$ cat src/rtl/seqgen_pkg.sv
package seqgen_pkg;

   typedef enum logic {
      MODE_IDLE = 1'b0,
      MODE_RUN  = 1'b1
   } mode_e;

   // Position after the current one, wrapping at the last step.
   function automatic int unsigned next_step(input int unsigned cur, input int unsigned len);
      return (cur + 1 >= len) ? 0 : cur + 1;
   endfunction

endpackage

$ cat src/rtl/seqgen_step_ctr.sv
module seqgen_step_ctr
   import seqgen_pkg::*;
#(
   parameter int LEN    = 5,
   parameter bit ONEHOT = 1'b0,
   localparam int POS_W = $clog2(LEN)
) (
   input  logic             clk,
   input  logic             rst,
   input  logic             gen,
   input  logic             term,
   output logic             active,
   output logic [POS_W-1:0] pos
);

   localparam logic [POS_W-1:0] LAST = POS_W'(LEN - 1);

   if (LEN < 2) begin : g_len_bad
      $error("seqgen_step_ctr: LEN must be at least 2");
   end

   if (ONEHOT) begin : g_ring
      logic [LEN-1:0] ring;

      always_ff @(posedge clk) begin
         if (rst || term) begin
            ring <= '0;
         end else if (ring == '0) begin
            if (gen) ring <= LEN'(1);
         end else begin
            ring <= {ring[LEN-2:0], ring[LEN-1]};
         end
      end

      assign active = |ring;

      always_comb begin
         pos = '0;
         for (int i = 0; i < LEN; i++) begin
            if (ring[i]) pos = POS_W'(i);
         end
      end

      ring_onehot_chk: assert property (@(posedge clk) disable iff (rst)
         $onehot0(ring));
   end else begin : g_bin
      mode_e            mode;
      logic [POS_W-1:0] step;

      always_ff @(posedge clk) begin
         if (rst || term) begin
            mode <= MODE_IDLE;
            step <= '0;
         end else if (mode == MODE_IDLE) begin
            if (gen) begin
               mode <= MODE_RUN;
               step <= '0;
            end
         end else begin
            step <= POS_W'(next_step(int'(step), LEN));
         end
      end

      assign active = (mode == MODE_RUN);
      assign pos    = step;
   end


   idle_hold_chk: assert property (@(posedge clk) disable iff (rst)
      (!active && !gen && !term) |=> !active);


   start_chk: assert property (@(posedge clk) disable iff (rst)
      (!active && gen && !term) |=> (active && pos == '0));


   advance_chk: assert property (@(posedge clk) disable iff (rst)
      (active && !term && pos != LAST) |=> (active && pos == $past(pos) + POS_W'(1)));


   wrap_chk: assert property (@(posedge clk) disable iff (rst)
      (active && !term && pos == LAST) |=> (active && pos == '0));


   abort_chk: assert property (@(posedge clk) disable iff (rst)
      term |=> !active);


   priority_chk: assert property (@(posedge clk) disable iff (rst)
      (gen && term) |=> !active);


   run_gen_chk: assert property (@(posedge clk) disable iff (rst)
      (active && gen && !term) |=> active);

endmodule

$ cat src/rtl/seqgen_out_dec.sv
module seqgen_out_dec #(
   parameter int             LEN        = 5,
   parameter logic [LEN-1:0] PATTERN    = 5'b11101,
   parameter logic           IDLE_LEVEL = 1'b1,
   localparam int            POS_W      = $clog2(LEN)
) (
   input  logic             active,
   input  logic [POS_W-1:0] pos,
   output logic             bit_out
);

   always_comb begin
      bit_out = IDLE_LEVEL;
      if (active && (int'(pos) < LEN)) bit_out = PATTERN[pos];
   end

endmodule

$ cat src/rtl/seqgen_abortable.sv
module seqgen_abortable #(
   parameter int             LEN        = 5,
   parameter logic [LEN-1:0] PATTERN    = 5'b11101,
   parameter logic           IDLE_LEVEL = 1'b1,
   parameter bit             ONEHOT     = 1'b0
) (
   input  logic clk,
   input  logic rst,
   input  logic gen,
   input  logic term,
   output logic seq
);

   localparam int POS_W = $clog2(LEN);

   logic             active;
   logic [POS_W-1:0] pos;

   seqgen_step_ctr #(
      .LEN    (LEN),
      .ONEHOT (ONEHOT)
   ) u_ctr (
      .clk    (clk),
      .rst    (rst),
      .gen    (gen),
      .term   (term),
      .active (active),
      .pos    (pos)
   );

   seqgen_out_dec #(
      .LEN        (LEN),
      .PATTERN    (PATTERN),
      .IDLE_LEVEL (IDLE_LEVEL)
   ) u_dec (
      .active  (active),
      .pos     (pos),
      .bit_out (seq)
   );


   abort_level_chk: assert property (@(posedge clk) disable iff (rst)
      term |=> (seq == IDLE_LEVEL));


   first_bit_chk: assert property (@(posedge clk) disable iff (rst)
      (!active && gen && !term) |=> (seq == PATTERN[0]));

endmodule

$ cat config.mk
export PLATFORM = sky130hd
export DESIGN_NAME = seqgen_abortable
export DESIGN_NICKNAME = d
export VERILOG_FILES = /design/src/rtl/seqgen_pkg.sv /design/src/rtl/seqgen_step_ctr.sv /design/src/rtl/seqgen_out_dec.sv /design/src/rtl/seqgen_abortable.sv
export SDC_FILE = /design/constraint.sdc
export NUM_CORES = 1
export LEC_CHECK = 0
export ABC_AREA = 1
export BUFFER_PORTS_ARGS = -buffer_cell sky130_fd_sc_hd__buf_2
export CAP_MARGIN = 20
export CORE_AREA = 2 2 39 41
export CTS_CLUSTER_SIZE = 30
export DETAILED_ROUTE_END_ITERATION = 10
export DIE_AREA = 0 0 41 43
export PLACE_DENSITY_LB_ADDON = 0.08
export SYNTH_ARGS = -nofsm -noshare
export SYNTH_HDL_FRONTEND = slang
export SYNTH_SLANG_ARGS = --single-unit
$ cat constraint.sdc
create_clock -name clk -period 1.5 [get_ports clk]
set_input_delay 0.075 -clock clk [delete_from_list [all_inputs] [get_ports clk]]
set_output_delay 0.075 -clock clk [all_outputs]
set_load 0.02 [all_outputs]
==> results.md, run 1 <==
Layout:
- The repair_antennas step left the layout with diodes totalling 0.
- The filler cell count is 149.
- The post-layout net count is 61.
- In the final layout, the share of cells above drive strength 1 is 0.245.
- In the final layout, the multi-input gates occupy 170 sq um.
- Compared with the post-synthesis result, the final layout area differs by 21.5%.
- The area taken by flip-flops and latches is 100 sq um.

Min path:
- The count of cells along the worst hold path is 3.
- The min-delay analysis places its worst path in the category in -> reg.
- The startpoint identified for the worst hold timing path is gen.
- The worst min-delay path endpoint is u_ctr.active.

Global route:
- The via count of the first global-routing pass was 263.
- The global-route wire length before repair is 986 um.
- Entering global routing, the biggest net connects 7 pins.
- The number of antenna violations at the first check in global routing is 0.
- The aggregate global routing overflow is 0.
- Across every metal layer, demand over resource in global routing totals 0.0933.

Routing:
- After detailed routing, the wire length on met1 is 223 um.
- The remaining antenna violation count after routing is 0.
- The total number of vias is 287.
- The via count normalized by instance count is 4.16.
- The highest routing layer actually used is met4.
- The total met2 wirelength after detailed routing is 296 um.
- The routed wire length is 565 um.
- Detailed routing placed a total of 15 um of wire on met3.
- In the routed design, unresolved DRC markers number 0.
- After detailed routing, the average wire length per cell comes to 8.19 um.
- The number of violations reported at the end of detailed-routing iteration 0 is 3.
- For this run, the detailed router's first-pass iteration total came to 4.

Yosys:
- Of the synthesized area, sequential elements account for 0.325.
- The register bit total from synthesis is 5.
- Sorting the synthesized cells by area gives the leading types as sky130_fd_sc_hd__dfxtp_1 33%, sky130_fd_sc_hd__nand2_1 13%, sky130_fd_sc_hd__ha_1 12%, sky130_fd_sc_hd__inv_1 9.8%, sky130_fd_sc_hd__nor2_1 7.3%.
- Of the total synthesized cell area, the portion taken by AND, OR, NAND and NOR gates is 0.370.
- By area, the combinational part of the netlist is dominated by simple AND/OR/NAND/NOR gates.
- The fraction of post-synthesis cell area in the top cell type by area is 0.325.
- After technology mapping, the gate count stands at 45.
- Of the total synthesized cell area, the portion taken by XOR and XNOR cells is 0.
- During synthesis, Yosys emitted a total of 0 warnings.
- The adder and majority cell fraction of the synthesized area is 0.122.
- After synthesis, the share of cell area in mux cells is 0.
- The synthesized-area fraction occupied by ao, oa, aoi and oai cells is 0.0610.
- The netlist uses 14 different library cells.
- The post-synth design cell area is 308 sq um.
- Synthesis produced a netlist with a net count of 52.
- The post-synthesis average cell area is 6.84 sq um.
- sky130_fd_sc_hd__dfxtp_1 takes more of the synthesized area than any other cell.

Timing:
- For the final database, setup skew stands at 0.00151 ns.
- The slew at the pin with the worst max-slew slack is 0.250 ns.
- The number of endpoints failing setup at the final stage is 0.
- The post-route minimum period is 1.29 ns.
- The worst path meets setup with 0.211 ns of slack.
- The number of failing hold endpoints at the final stage is 0.
- After routing, the total negative slack on setup checks comes to 0 ns.
- The final-report max-slew violation count was 0.
- The final period utilization is 0.859.
- Setup repair after global routing left no endpoint under its margin.
- In this run the tightest slew margin relative to its limit is 0.833.
- Static timing analysis puts the maximum clock frequency at 776 MHz.

Critical path:
- STA classifies the critical path endpoint as a flip-flop.
- The nature of the critical path startpoint is a flip-flop.
- The worst flop-to-flop path startpoint is u_ctr.pos[0].
- The data arrival time of the critical path is 1.42 ns.
- For the worst flop-to-flop path, the logic depth is 8.
- The master of the slowest instance on the critical path is sky130_fd_sc_hd__dfxtp_1.
- Of all nets on the critical path, the largest fanout is 5.
- In this run the register-to-register setup slack is 0.21 ns.
- The signal on the critical path passes through inv_1 -> ha_1 -> inv_1 -> nand2_1 -> nand3_2 -> nand2_1 -> a21oi_2 -> nand3_2.
- The delay of the slowest critical-path stage is 0.38 ns.
- The required time reported for the critical path endpoint is 1.63 ns.
- The class of the most critical setup path is reg -> reg.

CTS:
- CTS built an H-tree with a depth of 1.
- The clock-pin slew on the worst setup and hold paths is 0.04 ns.
- The buffer depth of the longest clock path is 2.
- The insertion delay of the later-clocked pin in the worst-skew pair is 0.25 ns.
- Hold repair after CTS inserted 0 buffers.
- The number of sinks handled by clock tree synthesis is 5.
- TritonCTS built the clock tree.
- The root buffer selected by CTS is sky130_fd_sc_hd__clkbuf_4.
- The total CTS buffers is 3.
- The post-cts resize count is 0.
- The count of buffers added by post-CTS timing repair for setup is 0.

Floorplanning:
- The initial core utilization is 0.222.
- The core area is 1380 sq um.
- The I/O pin count is 5.
- The die outline area is 1760 sq um.
- The site row count is 14.
- The die is 43 um tall.
- From left edge to right edge, the die measures 41 um.

Placement:
- Summed over all nets, the half-perimeter wirelength after detailed placement is 478 um.
- The routability congestion estimate is 0.748.
- Before CTS, the worst setup slack after placement is 0.217 ns.
- Input and output buffers added on the ports amount to 4.

Power and ir drop:
- The leakage dissipation is 0.174 nW.
- The power per unit of standard cell area is 838 nW/um^2.
- The worst-case IR drop observed on VDD is 0.000333 V.
- Total power for the finished layout comes to 0.000313 W.

Outcome:
- The flow ran to the end, and the final reports show no timing, DRC or antenna violations.

Run:
- The max-capacitance violation count is 0.
## stage by stage
stage | cell area (sq um) | util | hold WS, ns | instances
floorplan | 308 | - | 0.238 | 45
global placement | 348 | 0.251 | 0.349 | 65
detailed placement | 348 | 0.251 | 0.357 | 65
CTS | 374 | 0.270 | 0.104 | 69
global route | 374 | 0.270 | 0.134 | 69
finish | 374 | 0.270 | 0.104 | 69
## metal layers
layer,global-route usage,up-vias
li1,-,152
met1,0.0801,126
met2,0.138,6
met3,0.0314,3
met4,0.120,0
met5,0,-
## synthesized netlist by cell type
cell	count
sky130_fd_sc_hd__a21oi_2	1
sky130_fd_sc_hd__o21ai_0	1
sky130_fd_sc_hd__nand4_1	1
sky130_fd_sc_hd__nand2_1	11
sky130_fd_sc_hd__inv_1	8
sky130_fd_sc_hd__o21ai_1	1
sky130_fd_sc_hd__nand2_2	1
sky130_fd_sc_hd__nand3_1	2
sky130_fd_sc_hd__ha_1	3
sky130_fd_sc_hd__inv_2	2
sky130_fd_sc_hd__dfxtp_1	5
sky130_fd_sc_hd__nand3b_1	1
sky130_fd_sc_hd__nor2_1	6
sky130_fd_sc_hd__nand3_2	2
## logic make-up after synthesis
logic type | after synthesis
and+or+nand+nor | 24
DFF | 5
buffers and inverters | 10
AOI/OAI and AO/OA | 3
adders and majority gates | 3
## worst max-delay path, delay by kind of cell, from the launching register on
| kind | cells | cell delay, ns |
|---|---|---|
| adders and majority gates | 1 | 0.23 |
| DFF | 1 | 0.38 |
| and+or+nand+nor | 4 | 0.25 |
| buffers and inverters | 2 | 0.15 |
| AOI/OAI and AO/OA | 1 | 0.15 |
## power breakdown
group	switching, W	internal [W]	leakage, nW
Sequential	0.00000273	0.000136	0.0406
Combinational	0.00000880	0.00000653	0.119
Clock	0.0000583	0.000101	0.0150
## cell usage in the layout, fill, tap and decap left out
cell type | netlist | routed
sky130_fd_sc_hd__ha_1 | 3 | 3
sky130_fd_sc_hd__nand2_2 | 1 | 1
sky130_fd_sc_hd__o21ai_1 | 1 | 1
sky130_fd_sc_hd__buf_2 | 0 | 4
sky130_fd_sc_hd__nand4_1 | 1 | 1
sky130_fd_sc_hd__a21oi_2 | 1 | 1
sky130_fd_sc_hd__inv_2 | 2 | 2
sky130_fd_sc_hd__nand3_2 | 2 | 2
sky130_fd_sc_hd__nand2_1 | 11 | 11
sky130_fd_sc_hd__clkbuf_1 | 0 | 1
sky130_fd_sc_hd__dfxtp_1 | 5 | 5
sky130_fd_sc_hd__clkbuf_4 | 0 | 3
sky130_fd_sc_hd__nor2_1 | 6 | 6
sky130_fd_sc_hd__inv_1 | 8 | 8
sky130_fd_sc_hd__nand3_1 | 2 | 2
sky130_fd_sc_hd__nand3b_1 | 1 | 1
sky130_fd_sc_hd__o21ai_0 | 1 | 1
## worst max path at each step
stage                 start  slack, ns  cells after the start         to
3_5_place_dp   u_ctr.pos[0]       0.22                      8  flip-flop
2_1_floorplan  u_ctr.pos[0]       0.32                      8  flip-flop
3_3_place_gp   u_ctr.pos[0]       0.20                      8  flip-flop
5_1_grt        u_ctr.pos[0]       0.11                      8  flip-flop
6_report       u_ctr.pos[0]       0.21                      8  flip-flop
4_1_cts        u_ctr.pos[0]       0.21                      8  flip-flop
## layout make-up
class                   instances  share of cell area
repair buffers                  4              0.0535
well taps                      16              0.0535
clock buffers                   4              0.0702
inverters                      10               0.100
multi-input cells              30               0.455
flip-flops and latches          5               0.268
Power figures use the tool's default switching activity.
==> run 2: changes to the inputs <==
BUFFER_PORTS_ARGS = -buffer_cell sky130_fd_sc_hd__buf_4   (was -buffer_cell sky130_fd_sc_hd__buf_2)
==> run 2 against run 1 <==
Maximum frequency fell by 1.5%. Count of clock-buffer cells in the layout stayed put. Combinational power is 14% higher. Largest power group unchanged. First-iteration DRC count grew 100%. Routed wire length fell by 2.5%. Sequential share of layout area decreased by 0.70 points. Clock skew is essentially flat. Core utilization grew 0.72 points. Register-to-register slack got worse by 0.02 ns. Global-route usage decreased by 0.59 points. Highest routed layer is now met3.
==> results.md, run 2 (same netlist as run 1, synthesis figures left out) <==
Routing:
- The total number of vias is 277 (-3.5%).
- The average routed wire per standard cell was 7.99 um (-2.5%).
- The number of violations reported at the end of detailed-routing iteration 0 is 6 (+3).
- The via count normalized by instance count is 4.01 (-3.5%).
- The detailed-routing iteration count for the pre-antenna-repair pass is 4 (unchanged).
- The remaining design rule violation count was 0 (unchanged).
- The routed wire length is 551 um (-2.5%).
- The remaining antenna violation count after routing is 0 (unchanged).

Timing:
- The number of endpoints failing setup at the final stage was 0 (unchanged).
- The highest attainable clock frequency came to 764 MHz (-1.5%).
- The slew at the pin with the worst max-slew slack is 0.250 ns (+0.000235 ns).
- Setup repair after global routing left no endpoint under its margin.
- The post-route minimum period is 1.31 ns (+0.0200 ns).
- The final clock skew was 0.00191 ns (+0.000399 ns).
- The post-route worst hold slack is 0.106 ns (+0.00217 ns).
- The number of failing hold endpoints at the final stage is 0 (unchanged).
- The final total negative setup slack is 0 ns (unchanged).
- The final period utilization is 0.873 (+0.0133).
- The relative max-transition margin is 0.833 (about the same).
- The final-report max-slew violation count is 0 (unchanged).

Power and ir drop:
- The internal power consumption is 0.000245 W (+0.73%).
- The switching share of total power was 0.203 (-0.0195).
- The power share of the combinational group was 0.057 (+0.008).
- The peak supply drop is 0.000332 V (about the same).
- The power per unit of standard cell area is 802 nW/um^2 (-4.3%).
- The fraction of power consumed by sequential logic is 0.452 (+0.008).
- The fraction of power consumed by the clock network is 0.492 (-0.016).
- The leakage dissipation is 0.179 nW (+2.6%).
- The switching power total is 0.0000626 W (-10%).

Global route:
- The overall global routing resource usage is 0.0873 (-0.00593).
- The number of antenna violations at the first check in global routing is 0 (unchanged).
- The pin count of the biggest net entering global routing is 7 (unchanged).
- The aggregate global routing overflow is 0 (unchanged).
- The global-route wire length before repair is 959 um (-2.7%).
- The via count of the first global-routing pass is 258 (-1.9%).

Layout:
- The post-layout net count is 61 (unchanged).
- Leaving out fill and tap cells, the most frequent cells in the layout are 11 x sky130_fd_sc_hd__nand2_1, 8 x sky130_fd_sc_hd__inv_1, 6 x sky130_fd_sc_hd__nor2_1.
- Leaving out fill and tap cells, the most frequent cell in the layout is sky130_fd_sc_hd__nand2_1.
- The fraction of layout instances using a drive strength above 1 is 0.245 (unchanged).
- The antenna cell count came to 0 (unchanged).
- The number of non-filler instances in the completed layout is 69 (unchanged).
- The area growth from synthesis to layout is 24.8%.

Placement:
- The routability congestion estimate is 0.737 (-1.5%).
- The placed instance count is 65 (unchanged).
- The number of buffers added on ports is 4 (unchanged).
- The HPWL after detailed placement was 465 um (-2.8%).

Min path:
- The startpoint identified for the worst hold timing path is gen.
- The tightest min-delay check is of the in -> reg type.

CTS:
- The post-cts resize count is 0 (unchanged).
- The hold buffer count at CTS is 0 (unchanged).
- The insertion delay of the later-clocked pin in the worst-skew pair is 0.24 ns (about the same).
- TritonCTS built the clock tree.
- The CTS H-tree depth is 1 (unchanged).
- The total CTS buffers came to 3 (unchanged).
- The number of sinks handled by clock tree synthesis is 5 (unchanged).
- The clock-pin slew on the worst setup and hold paths is 0.04 ns (about the same).
- The buffer depth of the longest clock path came to 2 (unchanged).
- The count of buffers added by post-CTS timing repair for setup is 0 (unchanged).
- The tree is rooted in a sky130_fd_sc_hd__clkbuf_4.

Floorplanning:
- The site row count came to 14 (unchanged).
- The width of the die is 41 um (unchanged).
- The core area is 1380 sq um (unchanged).
- The I/O pin count was 5 (unchanged).
- The die outline area is 1760 sq um (unchanged).
- The floorplan die height is 43 um (unchanged).
- The initial core utilization is 0.222 (unchanged).

Outcome:
- The flow ran to the end, and the final reports show no timing, DRC or antenna violations.

Critical path:
- The worst setup path is launched from a flip-flop.
- The element type at the critical path end is a flip-flop.
- Tracing the worst setup path back leads to its startpoint at u_ctr.pos[0].
- The worst flop-to-flop path startpoint is u_ctr.pos[0].
- The critical path is of the reg -> reg type.
- The data arrival time of the critical path is 1.43 ns (about the same).
- The top fanout value on the critical path is 5 (unchanged).
- The required time reported for the critical path endpoint was 1.62 ns (about the same).
- The register-to-register setup slack is 0.19 ns (-0.02 ns).

Run:
- The max-capacitance violation count is 0 (unchanged).
-- run 2: path summary, 6_finish.rpt --
kind             endpoint  depth (start not counted)
min reg2reg  u_ctr.pos[0]                          2
max             flip-flop                          8
max reg2reg     flip-flop                          8
min          u_ctr.active                          3
-- run 2: power by group through the flow --
stage | Sequential [W] | Clock, W | Combinational, W
floorplan | 0.000141 | 0 | 0.00000957
global placement | 0.000141 | 0 | 0.0000177
detailed placement | 0.000141 | 0 | 0.0000176
CTS | 0.000139 | 0.000160 | 0.0000177
global route | 0.000139 | 0.000172 | 0.0000194
finish | 0.000139 | 0.000151 | 0.0000175
-- run 2: critical path: stages (launching register included) --
cell and delay (ns):
sky130_fd_sc_hd__dfxtp_1 0.39, sky130_fd_sc_hd__inv_1 0.11, sky130_fd_sc_hd__ha_1 0.22, sky130_fd_sc_hd__inv_1 0.05
sky130_fd_sc_hd__nand2_1 0.05, sky130_fd_sc_hd__nand3_2 0.08, sky130_fd_sc_hd__nand2_1 0.06, sky130_fd_sc_hd__a21oi_2 0.16
sky130_fd_sc_hd__nand3_2 0.07
-- run 2: stage by stage --
stage | cell area (sq um) | worst slack [ns] | total power [W] | utilization
after global placement | 358 | 0.200 | 0.000159 | 0.259
after CTS | 384 | 0.179 | 0.000317 | 0.278
after floorplan | 308 | 0.321 | 0.000150 | -
after global routing | 384 | 0.106 | 0.000331 | 0.278
final | 384 | 0.191 | 0.000308 | 0.278
after detailed placement | 358 | 0.185 | 0.000159 | 0.259
-- run 2: routing by layer --
metal	GRT usage	part of all wire	vias up
met4	0.100	0	0
met5	0	0	-
met1	0.0965	0.41	123
met3	0.0157	0.015	0
met2	0.122	0.58	1
li1	-	-	153
-- run 2: final cells by class --
type,instances,area [sq um]
fill,154,1000
multi-input combinational,30,170
sequential,5,100
tap,16,20.0
timing repair buffer,4,30.0
clock buffer,4,26.3
inverter,10,37.5
==> run 3: changes to the inputs <==
CTS_BUF_LIST = sky130_fd_sc_hd__clkbuf_8   (was not set)
==> run 3 against run 2 <==
Critical path depth is the same. Core utilization rose by 1.4 points. Worst hold slack better by 0.020 ns. Via count is 0.36% lower. Design area grew 4.9%. Sequential power is essentially flat. Maximum frequency hardly changed. First-iteration DRC count down 50%. Clock skew shrank 0.00081 ns. Combinational power barely moved. Non-clock buffer count did not move. Register-to-register slack is essentially flat. Critical path type unchanged.
==> results.md, run 3 (same netlist as run 1, synthesis figures left out) <==
Outcome:
- The flow ran to the end, and the final reports show no timing, DRC or antenna violations.

Layout:
- The fraction of layout instances using a drive strength above 1 is 0.245 (unchanged).
- The final design utilization is 0.291 (+0.0136).
- The leading cell type in the layout, fill and taps excluded is sky130_fd_sc_hd__nand2_1.
- The post-layout net count is 61 (unchanged).
- The library cells used most frequently in the layout, excluding fill and tap cells, are 11 x sky130_fd_sc_hd__nand2_1, 9 x sky130_fd_sc_hd__inv_1, 6 x sky130_fd_sc_hd__nor2_1.
- From synthesis to final layout, the design area changed by 30.9%.
- The antenna cell count was 0 (unchanged).
- The post-route cell area is 403 sq um (+4.9%).

Timing:
- The number of failing hold endpoints at the final stage is 0 (unchanged).
- The final clock skew is 0.00109 ns (-0.000815 ns).
- The relative max-transition margin is 0.833 (about the same).
- The highest attainable clock frequency came to 764 MHz (about the same).
- The post-route minimum period is 1.31 ns (-0.000726 ns).
- The number of endpoints failing setup at the final stage was 0 (unchanged).
- The final period utilization is 0.872 (about the same).
- The final-report max-slew violation count is 0 (unchanged).
- The slew at the pin with the worst max-slew slack was 0.250 ns (+0.000128 ns).
- Setup repair after global routing left no endpoint under its margin.
- The final total negative setup slack is 0 ns (unchanged).

Floorplanning:
- The I/O pin count came to 5 (unchanged).
- The initial core utilization was 0.222 (unchanged).
- The width of the die is 41 um (unchanged).
- The floorplan die height is 43 um (unchanged).
- The die outline area was 1760 sq um (unchanged).
- The site row count came to 14 (unchanged).
- The core area is 1380 sq um (unchanged).

Critical path:
- The master of the slowest instance on the critical path is sky130_fd_sc_hd__dfxtp_1.
- The worst setup path is captured at a flip-flop.
- The required time reported for the critical path endpoint was 1.60 ns (-0.02 ns).
- The count of cells along the worst register-to-register path is 8 (unchanged).
- By startpoint and endpoint, the worst setup path is classified as reg -> reg.
- The nature of the critical path startpoint is a flip-flop.
- The register-to-register setup slack is 0.19 ns (about the same).
- The data arrival time of the critical path was 1.41 ns (-0.02 ns).
- Traced cell by cell, the critical path runs through inv_1 -> ha_1 -> inv_1 -> nand2_1 -> nand3_2 -> nand2_1 -> a21oi_2 -> nand3_2.
- The cell class contributing the biggest share of worst-path delay is flip-flops.
- The path length in cells of the critical path was 8 (unchanged).
- The top fanout value on the critical path is 5 (unchanged).
- The combined buffer and inverter count along the critical path is 2 (unchanged).
- The delay of the slowest critical-path stage came to 0.39 ns (about the same).

CTS:
- The post-cts resize count is 0 (unchanged).
- The clock-pin slew on the worst setup and hold paths is 0.03 ns (about the same).
- The TritonCTS clock tree is done.
- The insertion delay of the later-clocked pin in the worst-skew pair is 0.22 ns (-0.02 ns).
- The count of buffers added by post-CTS timing repair for setup is 0 (unchanged).
- The CTS H-tree depth was 1 (unchanged).
- The hold buffer count at CTS is 0 (unchanged).
- The tree is rooted in a sky130_fd_sc_hd__clkbuf_8.
- The number of sinks handled by clock tree synthesis is 5 (unchanged).
- The buffer depth of the longest clock path is 2 (unchanged).
- The total CTS buffers is 3 (unchanged).

Routing:
- The total number of vias is 276 (-0.36%).
- The detailed-routing iteration count for the pre-antenna-repair pass is 4 (unchanged).
- The via count normalized by instance count was 4.00 (-0.36%).
- The remaining design rule violation count is 0 (unchanged).
- The remaining antenna violation count after routing came to 0 (unchanged).
- The number of violations reported at the end of detailed-routing iteration 0 was 3 (-3).
- The average routed wire per standard cell is 8.06 um (+0.91%).
- The routed wire length is 556 um (+0.91%).

Global route:
- The global-route wire length before repair is 972 um (+1.4%).
- The via count of the first global-routing pass was 258 (unchanged).
- The pin count of the biggest net entering global routing is 7 (unchanged).
- The aggregate global routing overflow is 0 (unchanged).
- The number of antenna violations at the first check in global routing was 0 (unchanged).
- The overall global routing resource usage is 0.0904 (+0.00301).

Min path:
- The min-delay analysis places its worst path in the category in -> reg.
- The count of cells along the worst hold path is 3 (unchanged).

Run:
- The max-capacitance violation count is 0 (unchanged).

Placement:
- The routability congestion estimate is 0.737 (unchanged).
- The HPWL after detailed placement is 465 um (unchanged).
- The number of buffers added on ports is 4 (unchanged).
- The placed cell area is 358 sq um (unchanged).

Power and ir drop:
- The peak supply drop is 0.000425 V (+28%).
- The power per unit of standard cell area is 975 nW/um^2 (+22%).
- The leakage dissipation is 0.191 nW (+6.7%).
- The total power consumption of the routed design is 0.000393 W (+28%).
run 3: area by class of cell:
type | instances | area (sq um)
clock buffers | 3 | 41.3
inverters | 10 | 37.5
well taps | 16 | 20.0
fillers | 152 | 981
flip-flops and latches | 5 | 100
multi-input cells | 30 | 170
repair buffers | 4 | 30.0
clock inverters | 1 | 3.75
run 3: worst paths after layout:
kind	start	end
worst min register to register	u_ctr.active	u_ctr.pos[0]
worst max-delay path	u_ctr.pos[0]	flip-flop
worst max register to register	u_ctr.pos[0]	flip-flop
worst min-delay path	gen	u_ctr.active
run 3: worst min-delay path, cell delays in order:
cell and delay, ns:
sky130_fd_sc_hd__buf_4 0.08, sky130_fd_sc_hd__nor2_1 0.06, sky130_fd_sc_hd__nor2_1 0.09
run 3: layer usage:
layer / vias to the layer above / global-route usage / part of all wire
met5: - / 0 / 0
met4: 0 / 0.100 / 0
met3: 0 / 0.0314 / 0.014
met2: 1 / 0.122 / 0.57
met1: 122 / 0.0965 / 0.41
li1: 153 / - / -
run 3: power breakdown:
| group | leakage (nW) | internal [W] | switching [W] |
|---|---|---|---|
| registers | 0.0406 | 0.000137 | 0.00000276 |
| logic | 0.123 | 0.00000871 | 0.00000874 |
| clock network | 0.0269 | 0.000175 | 0.0000609 |
| total | 0.191 | 0.000320 | 0.0000724 |
run 3: metrics by stage:
stage,hold slack (ns),setup slack (ns),cells
after floorplan,0.238,0.321,45
after global placement,0.353,0.200,65
after detailed placement,0.350,0.185,65
after CTS,0.121,0.180,69
after global routing,0.131,0.107,69
final,0.126,0.192,69
